**config.mk**
```make
export PLATFORM = sky130hd
export DESIGN_NAME = sereeprom_slave
export DESIGN_NICKNAME = d
export VERILOG_FILES = /design/src/rtl/sereeprom_pkg.sv /design/src/rtl/sereeprom_sync.sv /design/src/rtl/sereeprom_frame.sv /design/src/rtl/sereeprom_store.sv /design/src/rtl/sereeprom_slave.sv
export SDC_FILE = /design/constraint.sdc
export NUM_CORES = 2
export LEC_CHECK = 0
export ABC_AREA = 1
export BUFFER_PORTS_ARGS = -buffer_cell sky130_fd_sc_hd__buf_2
export CORE_MARGIN = 2
export CORE_UTILIZATION = 40
export DETAILED_ROUTE_END_ITERATION = 10
export PLACE_DENSITY = 0.63
export SYNTH_ARGS = -nofsm -noshare
export SYNTH_HDL_FRONTEND = slang
export SYNTH_SLANG_ARGS = --single-unit
```
**constraint.sdc**
```tcl
create_clock -name clk -period 3.4 [get_ports clk]
set_clock_uncertainty 0.2 [all_clocks]
set_input_delay 0.51 -clock clk [delete_from_list [all_inputs] [get_ports clk]]
set_output_delay 0.51 -clock clk [all_outputs]
set_load 0.01 [all_outputs]
```
**src/rtl/sereeprom_pkg.sv**
```systemverilog
// Shared types and command codes for the serial EEPROM slave.
// Assumes: opcode and sub-opcode encodings are fixed by the bus protocol.
package sereeprom_pkg;
    typedef enum logic [2:0] {
        FR_IDLE,
        FR_OPC,
        FR_ADDR,
        FR_DATA,
        FR_READ,
        FR_DONE
    } frame_state_t;

    localparam logic [1:0] OPC_SPECIAL = 2'b00;
    localparam logic [1:0] OPC_WRITE   = 2'b01;
    localparam logic [1:0] OPC_READ    = 2'b10;

    localparam logic [1:0] SUB_LOCK    = 2'b00;
    localparam logic [1:0] SUB_FILL    = 2'b01;
    localparam logic [1:0] SUB_UNLOCK  = 2'b11;
endpackage

```
**src/rtl/sereeprom_sync.sv**
```systemverilog
// Input conditioner: brings cs, sk and di into the clk domain through
// STAGES flops and flags a rising sk edge qualified by chip select.
// Assumes: sk half-periods last well over STAGES+1 clk cycles.
module sereeprom_sync #(
    parameter int STAGES = 2
) (
    input  logic clk,
    input  logic rst_n,
    input  logic cs,
    input  logic sk,
    input  logic di,
    output logic cs_s,
    output logic di_s,
    output logic sk_rise
);
    logic [STAGES-1:0] cs_p, sk_p, di_p;
    logic              sk_d;

    // Shift the raw pins through the synchronizer chain.
    always_ff @(posedge clk) begin
        if (!rst_n) begin
            cs_p <= '0;
            sk_p <= '0;
            di_p <= '0;
            sk_d <= 1'b0;
        end else begin
            cs_p <= {cs_p[STAGES-2:0], cs};
            sk_p <= {sk_p[STAGES-2:0], sk};
            di_p <= {di_p[STAGES-2:0], di};
            sk_d <= sk_p[STAGES-1];
        end
    end

    assign cs_s    = cs_p[STAGES-1];
    assign di_s    = di_p[STAGES-1];
    assign sk_rise = cs_s & sk_p[STAGES-1] & ~sk_d;
endmodule

```
**src/rtl/sereeprom_frame.sv**
```systemverilog
// Command framer: finds the start bit, shifts in opcode, address and data,
// decodes the command and drives the data-out line (read data or status).
// Assumes: busy and rd_word come from the storage block; rd_word follows loc.
module sereeprom_frame
    import sereeprom_pkg::*;
#(
    parameter int AW = 8,
    parameter int DW = 16
) (
    input  logic          clk,
    input  logic          rst_n,
    input  logic          cs_s,
    input  logic          di_s,
    input  logic          sk_rise,
    input  logic          busy,
    input  logic          prog_start,
    input  logic [DW-1:0] rd_word,
    output logic [AW-2:0] loc,
    output logic [DW-1:0] wdata,
    output logic          cmd_write,
    output logic          cmd_fill,
    output logic          cmd_lock,
    output logic          cmd_unlock,
    output logic          do_val,
    output logic          do_oe
);
    localparam int MAXF = (AW > DW) ? AW : DW;
    localparam int CW   = $clog2(MAXF);

    frame_state_t  state;
    logic [CW-1:0] cnt;
    logic [1:0]    opc;
    logic [DW-1:0] rd_sh;
    logic          rd_first;
    logic          stat_show;

    logic [1:0]    opc_nx;
    logic [AW-1:0] addr_nx;
    logic [DW-1:0] data_nx;

    // Next values of the shift registers with the current bit appended.
    always_comb begin
        opc_nx  = {opc[0], di_s};
        addr_nx = {loc, di_s};
        data_nx = {wdata[DW-2:0], di_s};
    end

    // Frame sequencing, field shifting and command decode.
    always_ff @(posedge clk) begin
        if (!rst_n) begin
            state      <= FR_IDLE;
            cnt        <= '0;
            opc        <= '0;
            loc        <= '0;
            wdata      <= '0;
            rd_sh      <= '0;
            rd_first   <= 1'b0;
            stat_show  <= 1'b0;
            cmd_write  <= 1'b0;
            cmd_fill   <= 1'b0;
            cmd_lock   <= 1'b0;
            cmd_unlock <= 1'b0;
        end else begin
            cmd_write  <= 1'b0;
            cmd_fill   <= 1'b0;
            cmd_lock   <= 1'b0;
            cmd_unlock <= 1'b0;
            if (prog_start) begin
                stat_show <= 1'b1;
            end
            if (!cs_s) begin
                state <= FR_IDLE;
                cnt   <= '0;
            end else if (sk_rise) begin
                case (state)
                    FR_IDLE: begin
                        if (di_s && !busy) begin
                            state     <= FR_OPC;
                            cnt       <= '0;
                            stat_show <= 1'b0;
                        end
                    end
                    FR_OPC: begin
                        opc <= opc_nx;
                        if (cnt == CW'(1)) begin
                            state <= FR_ADDR;
                            cnt   <= '0;
                        end else begin
                            cnt <= cnt + 1'b1;
                        end
                    end
                    FR_ADDR: begin
                        loc <= addr_nx[AW-2:0];
                        if (cnt == CW'(AW-1)) begin
                            cnt <= '0;
                            if (opc == OPC_WRITE) begin
                                state <= FR_DATA;
                            end else if (opc == OPC_READ) begin
                                state    <= FR_READ;
                                rd_first <= 1'b1;
                            end else if (opc == OPC_SPECIAL) begin
                                case (addr_nx[AW-1:AW-2])
                                    SUB_FILL:   state <= FR_DATA;
                                    SUB_LOCK:   begin state <= FR_DONE; cmd_lock   <= 1'b1; end
                                    SUB_UNLOCK: begin state <= FR_DONE; cmd_unlock <= 1'b1; end
                                    default:    state <= FR_DONE;
                                endcase
                            end else begin
                                state <= FR_DONE;
                            end
                        end else begin
                            cnt <= cnt + 1'b1;
                        end
                    end
                    FR_DATA: begin
                        wdata <= data_nx;
                        if (cnt == CW'(DW-1)) begin
                            state <= FR_DONE;
                            cnt   <= '0;
                            if (opc == OPC_WRITE) begin
                                cmd_write <= 1'b1;
                            end else begin
                                cmd_fill <= 1'b1;
                            end
                        end else begin
                            cnt <= cnt + 1'b1;
                        end
                    end
                    FR_READ: begin
                        if (rd_first) begin
                            rd_sh    <= rd_word;
                            rd_first <= 1'b0;
                        end else begin
                            rd_sh <= {rd_sh[DW-2:0], 1'b0};
                        end
                    end
                    default: ;
                endcase
            end
        end
    end

    // Data-out: read stream in a read, otherwise busy/ready status.
    always_comb begin
        if (state == FR_READ) begin
            do_oe  = cs_s;
            do_val = rd_first ? 1'b0 : rd_sh[DW-1];
        end else begin
            do_oe  = cs_s && stat_show && (state == FR_IDLE || state == FR_DONE);
            do_val = !busy;
        end
    end

    assert_hiz_shift_R7: assert property (@(posedge clk) disable iff (!rst_n)
        (state == FR_OPC || state == FR_ADDR || state == FR_DATA) |-> !do_oe);
    assert_abort_idle_R10: assert property (@(posedge clk) disable iff (!rst_n)
        !cs_s |=> state == FR_IDLE);
    assert_busy_no_start_R9: assert property (@(posedge clk) disable iff (!rst_n)
        (state == FR_IDLE && busy) |=> state == FR_IDLE);
endmodule

```
**src/rtl/sereeprom_store.sv**
```systemverilog
// Storage array, write-enable latch and programming timer.
// Assumes: command strobes are single-cycle; wr_idx and wr_data are stable
// during a strobe. Busy lasts PROG_CYCLES clk cycles after an accepted write.
module sereeprom_store #(
    parameter int IW          = 7,
    parameter int DW          = 16,
    parameter int PROG_CYCLES = 64
) (
    input  logic          clk,
    input  logic          rst_n,
    input  logic          cmd_write,
    input  logic          cmd_fill,
    input  logic          cmd_lock,
    input  logic          cmd_unlock,
    input  logic [IW-1:0] idx,
    input  logic [DW-1:0] wr_data,
    output logic [DW-1:0] rd_word,
    output logic          busy,
    output logic          prog_start
);
    localparam int DEPTH = 1 << IW;
    localparam int TW    = $clog2(PROG_CYCLES + 1);

    logic [DW-1:0] mem [DEPTH];
    logic [TW-1:0] timer;
    logic          wen;

    assign busy       = (timer != '0);
    assign prog_start = (cmd_write | cmd_fill) & wen & ~busy;
    assign rd_word    = mem[idx];

    // Write-enable latch; commands arriving while busy are dropped.
    always_ff @(posedge clk) begin
        if (!rst_n) begin
            wen <= 1'b0;
        end else if (!busy) begin
            if (cmd_unlock) begin
                wen <= 1'b1;
            end else if (cmd_lock) begin
                wen <= 1'b0;
            end
        end
    end

    // Programming interval counter.
    always_ff @(posedge clk) begin
        if (!rst_n) begin
            timer <= '0;
        end else if (prog_start) begin
            timer <= TW'(PROG_CYCLES);
        end else if (busy) begin
            timer <= timer - 1'b1;
        end
    end

    // One register per location, written singly or all at once.
    for (genvar g = 0; g < DEPTH; g++) begin : g_word
        always_ff @(posedge clk) begin
            if (!rst_n) begin
                mem[g] <= '0;
            end else if (prog_start && (cmd_fill || idx == IW'(g))) begin
                mem[g] <= wr_data;
            end
        end
    end

    assert_prog_needs_wen_R5: assert property (@(posedge clk) disable iff (!rst_n)
        $rose(busy) |-> $past(wen));
    assert_lock_clears_R4: assert property (@(posedge clk) disable iff (!rst_n)
        (cmd_lock && !cmd_unlock && !busy) |=> !wen);
    assert_busy_keeps_wen_R9: assert property (@(posedge clk) disable iff (!rst_n)
        busy |=> wen == $past(wen));
    assert_start_busy_R8: assert property (@(posedge clk) disable iff (!rst_n)
        prog_start |=> busy);
endmodule

```
**src/rtl/sereeprom_slave.sv**
```systemverilog
// Top: three-wire serial EEPROM slave. WORD16 picks 16-bit words (8-bit
// address field) or 8-bit words (9-bit address field).
// Assumes: sk is slow relative to clk; data-out tristate is done outside
// using do_oe.
module sereeprom_slave #(
    parameter bit WORD16      = 1'b1,
    parameter int PROG_CYCLES = 64,
    parameter int SYNC_STAGES = 2
) (
    input  logic clk,
    input  logic rst_n,
    input  logic cs,
    input  logic sk,
    input  logic di,
    output logic do_val,
    output logic do_oe
);
    localparam int AW = WORD16 ? 8 : 9;
    localparam int DW = WORD16 ? 16 : 8;
    localparam int IW = AW - 1;

    logic          cs_s, di_s, sk_rise;
    logic          busy, prog_start;
    logic          cmd_write, cmd_fill, cmd_lock, cmd_unlock;
    logic [IW-1:0] loc;
    logic [DW-1:0] wdata, rd_word;

    sereeprom_sync #(.STAGES(SYNC_STAGES)) u_sync (
        .clk(clk), .rst_n(rst_n), .cs(cs), .sk(sk), .di(di),
        .cs_s(cs_s), .di_s(di_s), .sk_rise(sk_rise)
    );

    sereeprom_frame #(.AW(AW), .DW(DW)) u_frame (
        .clk(clk), .rst_n(rst_n), .cs_s(cs_s), .di_s(di_s), .sk_rise(sk_rise),
        .busy(busy), .prog_start(prog_start), .rd_word(rd_word),
        .loc(loc), .wdata(wdata),
        .cmd_write(cmd_write), .cmd_fill(cmd_fill),
        .cmd_lock(cmd_lock), .cmd_unlock(cmd_unlock),
        .do_val(do_val), .do_oe(do_oe)
    );

    sereeprom_store #(.IW(IW), .DW(DW), .PROG_CYCLES(PROG_CYCLES)) u_store (
        .clk(clk), .rst_n(rst_n),
        .cmd_write(cmd_write), .cmd_fill(cmd_fill),
        .cmd_lock(cmd_lock), .cmd_unlock(cmd_unlock),
        .idx(loc), .wr_data(wdata), .rd_word(rd_word),
        .busy(busy), .prog_start(prog_start)
    );
endmodule

```
==> metrics.txt <==
kind of critical path=reg -> out; Reg clk slew, reported paths=0.06 ns; actual slew at the worst max-slew pin=1.100 ns; worst-path cell chain=nor2_1 -> inv_1 -> nor2_1 -> inv_1 -> a21boi_0 -> buf_2; CTS buffer count=219; RSZ-0062 raised after global routing=false; Avg Synthesized Cell Area=9.716 sq um; Post-synth EDFFs=2048; core area=0.2410 sq mm; Skew-Pair Late Insertion Delay=0.90 ns; hpwl dp=190.0 mm; final hold violations=0; syn nets=9999; PwrDens=513.8 mW/mm^2; crit-path max FO=4; drt first pass iters=8; worst hold-check path type=in -> reg; Netlist cell types=34; Leak=36.23 nW; worst vdd ir=0.0005617 V; layout cells sized above 1=8.629%; Starting Density=40.27%; FP Rows=180; cells taking the most area after synthesis=edfxtp_1 (63%), nand3_1 (11%), nand2_1 (9.2%); number of cells after detailed placement=12693; top cell type's share of synthesized area=63.38%; async set-or-reset flop fraction in the synthesized netlist=0%; Avg Vias per Cell=5.686; Worst EP arrival=2.54 ns; clk buf depth=3; Final setup violation count=0; WL final=313.5 mm; TritonCTS clock tree=yes; vias in the first global route=70154; area leader, netlist=edfxtp_1; slew margin rel.=26.66%; most common cell after layout, fill and taps aside=nand2_1; Final min period=3.249 ns; setup ws final=0.1512 ns; 1st-iter DRT viols=10352; setup repair bufs after CTS=0; die width=496.5 microns; crit-path leading delay family=simple AND/OR/NAND/NOR gates; H-tree levels=4; Slew Limit Fails=0; pin count of the biggest net entering global routing=130; sequential fraction of the synthesis area=64.95%; post-detailed-route count of antenna-violating nets=0; port buffer count=6; Yosys reg bits=2124; Ports=7; Peak Freq=0.3078 GHz; Worst setup EP type=output pin; Buf/Inv on CP=3; DRC viols=0; CP max stage delay=0.39 ns; CP max-delay cell=nor2_1; synth warn=0; routability cong.=0.9212; commonest cells after routing, fill and taps aside=nand2_1 (2388), nand3_1 (2073), nor2_1 (2062), edfxtp_1 (2048), buf_4 (321); Layout Cells excl Fill=13119; status=finished, final reports clean; initial antenna violation count=18; GRT Total Usage=24.97%; first-pass GRT wire length=460.4 mm; area grow syn2layout=11.85%; Fin Setup TNS=0 ns; DR WL/cell=23.89 microns; WP data required=2.69 ns; via count=74601; Max Cap Viol=0; clock root cell=clkbuf_16; Mapped Cells=9987; Layout Nets=9745; Startpoint Class=register; total die area=0.2465 sq mm; GR Overflow Total=0; Vert. Die Dim=496.5 microns; clock sink count=2124; pre-CTS setup slack=0.3456 ns; ratio of final minimum period to clock period=95.55%; Synth Cell Area=0.09703 sq mm; top_reg_cell synth=edfxtp_1
through the flow:
step | power (W) | hold slack [ns] | cell area [sq um] | utilization [%]
final | 0.05576 | 0.1392 | 108500 | 45.04
after floorplan | 0.03178 | 0.1905 | 97030 | -
after CTS | 0.05591 | 0.1081 | 108500 | 45.02
after global placement | 0.03253 | 0.1922 | 101500 | 42.12
after detailed placement | 0.03260 | 0.1966 | 101500 | 42.12
after global routing | 0.05715 | 0.1377 | 108500 | 45.02
metal layers:
layer / share of wire, % / wire length [microns] / GRT usage [%] / up-vias
met1: 39 / 123300 / 34.34 / 36304
met2: 45 / 142000 / 37.94 / 4233
li1: - / - / - / 33355
met4: 5.0 / 15790 / 11.97 / 8
met5: 0.012 / 38 / 0 / -
met3: 10 / 32330 / 4.957 / 701
Yosys cell counts, types with 25 or more instances:
cell type / n
nand2_1: 2389
nand3_1: 2074
nor2_1: 2062
edfxtp_1: 2048
clkbuf_1: 588
buf_2: 204
o21ai_0: 175
dfxtp_1: 76
buf_1: 73
a21oi_1: 67
inv_1: 59
nand3_4: 48
nand3_2: 34
nor2_2: 25
worst reg2reg max path: stages, from the launching register on:
cell and delay (ns):
dfxtp_4 0.48, buf_12 0.37, buf_4 0.45, nand2_1 0.11
nand3_1 0.16, nand3_1 0.09, nand3_1 0.12, nand3_1 0.34
nand3_1 0.37, nand3_1 0.11, nand2_1 0.09, nand2_1 0.06
a21oi_1 0.14
sequential cells by signal, summed over array words and instances (netlist names), 2 cells and up, named ones only:
| signal | cells |
|---|---|
| u_frame.cnt | 4 |
| u_frame.loc | 7 |
| u_frame.opc | 2 |
| u_frame.rd_sh | 16 |
| u_frame.state | 3 |
| u_frame.wdata | 16 |
| u_store.mem | 2048 |
| u_store.timer | 7 |
| u_sync.cs_p | 2 |
| u_sync.di_p | 2 |
| u_sync.sk_p | 2 |
final cells by class:
cell class	count	area, sq um
timing repair buffer	419	4252
clock buffer	279	5829
inverter	66	377.9
clock inverter	129	1114
fill	22464	132500
sequential	2124	63040
multi-input combinational	6903	29900
antenna	14	35.03
tap	3185	3985
report_power, final:
group | total, W | internal [W] | switching, W
Sequential | 0.0302 | 0.0299 | 0.000381
Clock | 0.0237 | 0.0132 | 0.0104
Combinational | 0.00184 | 0.000534 | 0.00131
what timing repair did:
item	4_1_cts	5_1_grt
hold endpoints to repair	19	0
hold buffers	4	0
setup endpoints to repair	0	3
gates resized for setup	0	2
logic make-up (layout without fill, tap and decap cells):
logic type               count (synthesis)  after routing  share of synthesized area (%)
XOR/XNOR                                 5              5                        0.04514
adder cells (fa/ha/maj)                  7              7                        0.09026
AND/OR/NAND/NOR                       6643           6643                          29.38
AO/OA/AOI/OAI                          248            248                          1.293
buffers and inverters                  960            893                          4.249
flip-flops                            2124           2124                          64.95
other                                    0             14                              0
worst paths after layout:
| check | slack, ns | start | end | depth (start not counted) |
|---|---|---|---|---|
| setup / recovery | 0.15 | u_frame.state[0]$_SDFFE_PN0P_ | do_oe | 6 |
| hold / removal | 0.14 | sk | u_sync.sk_p[0]$_SDFF_PN0_ | 4 |
| setup reg to reg | 0.21 | register | u_frame.rd_sh[4]$_SDFFE_PN0P_ | 12 |
| hold reg to reg | 0.21 | u_sync.di_p[0]$_SDFF_PN0_ | u_sync.di_p[1]$_SDFF_PN0_ | 2 |
No activity file was read; power rests on OpenSTA's default activity.
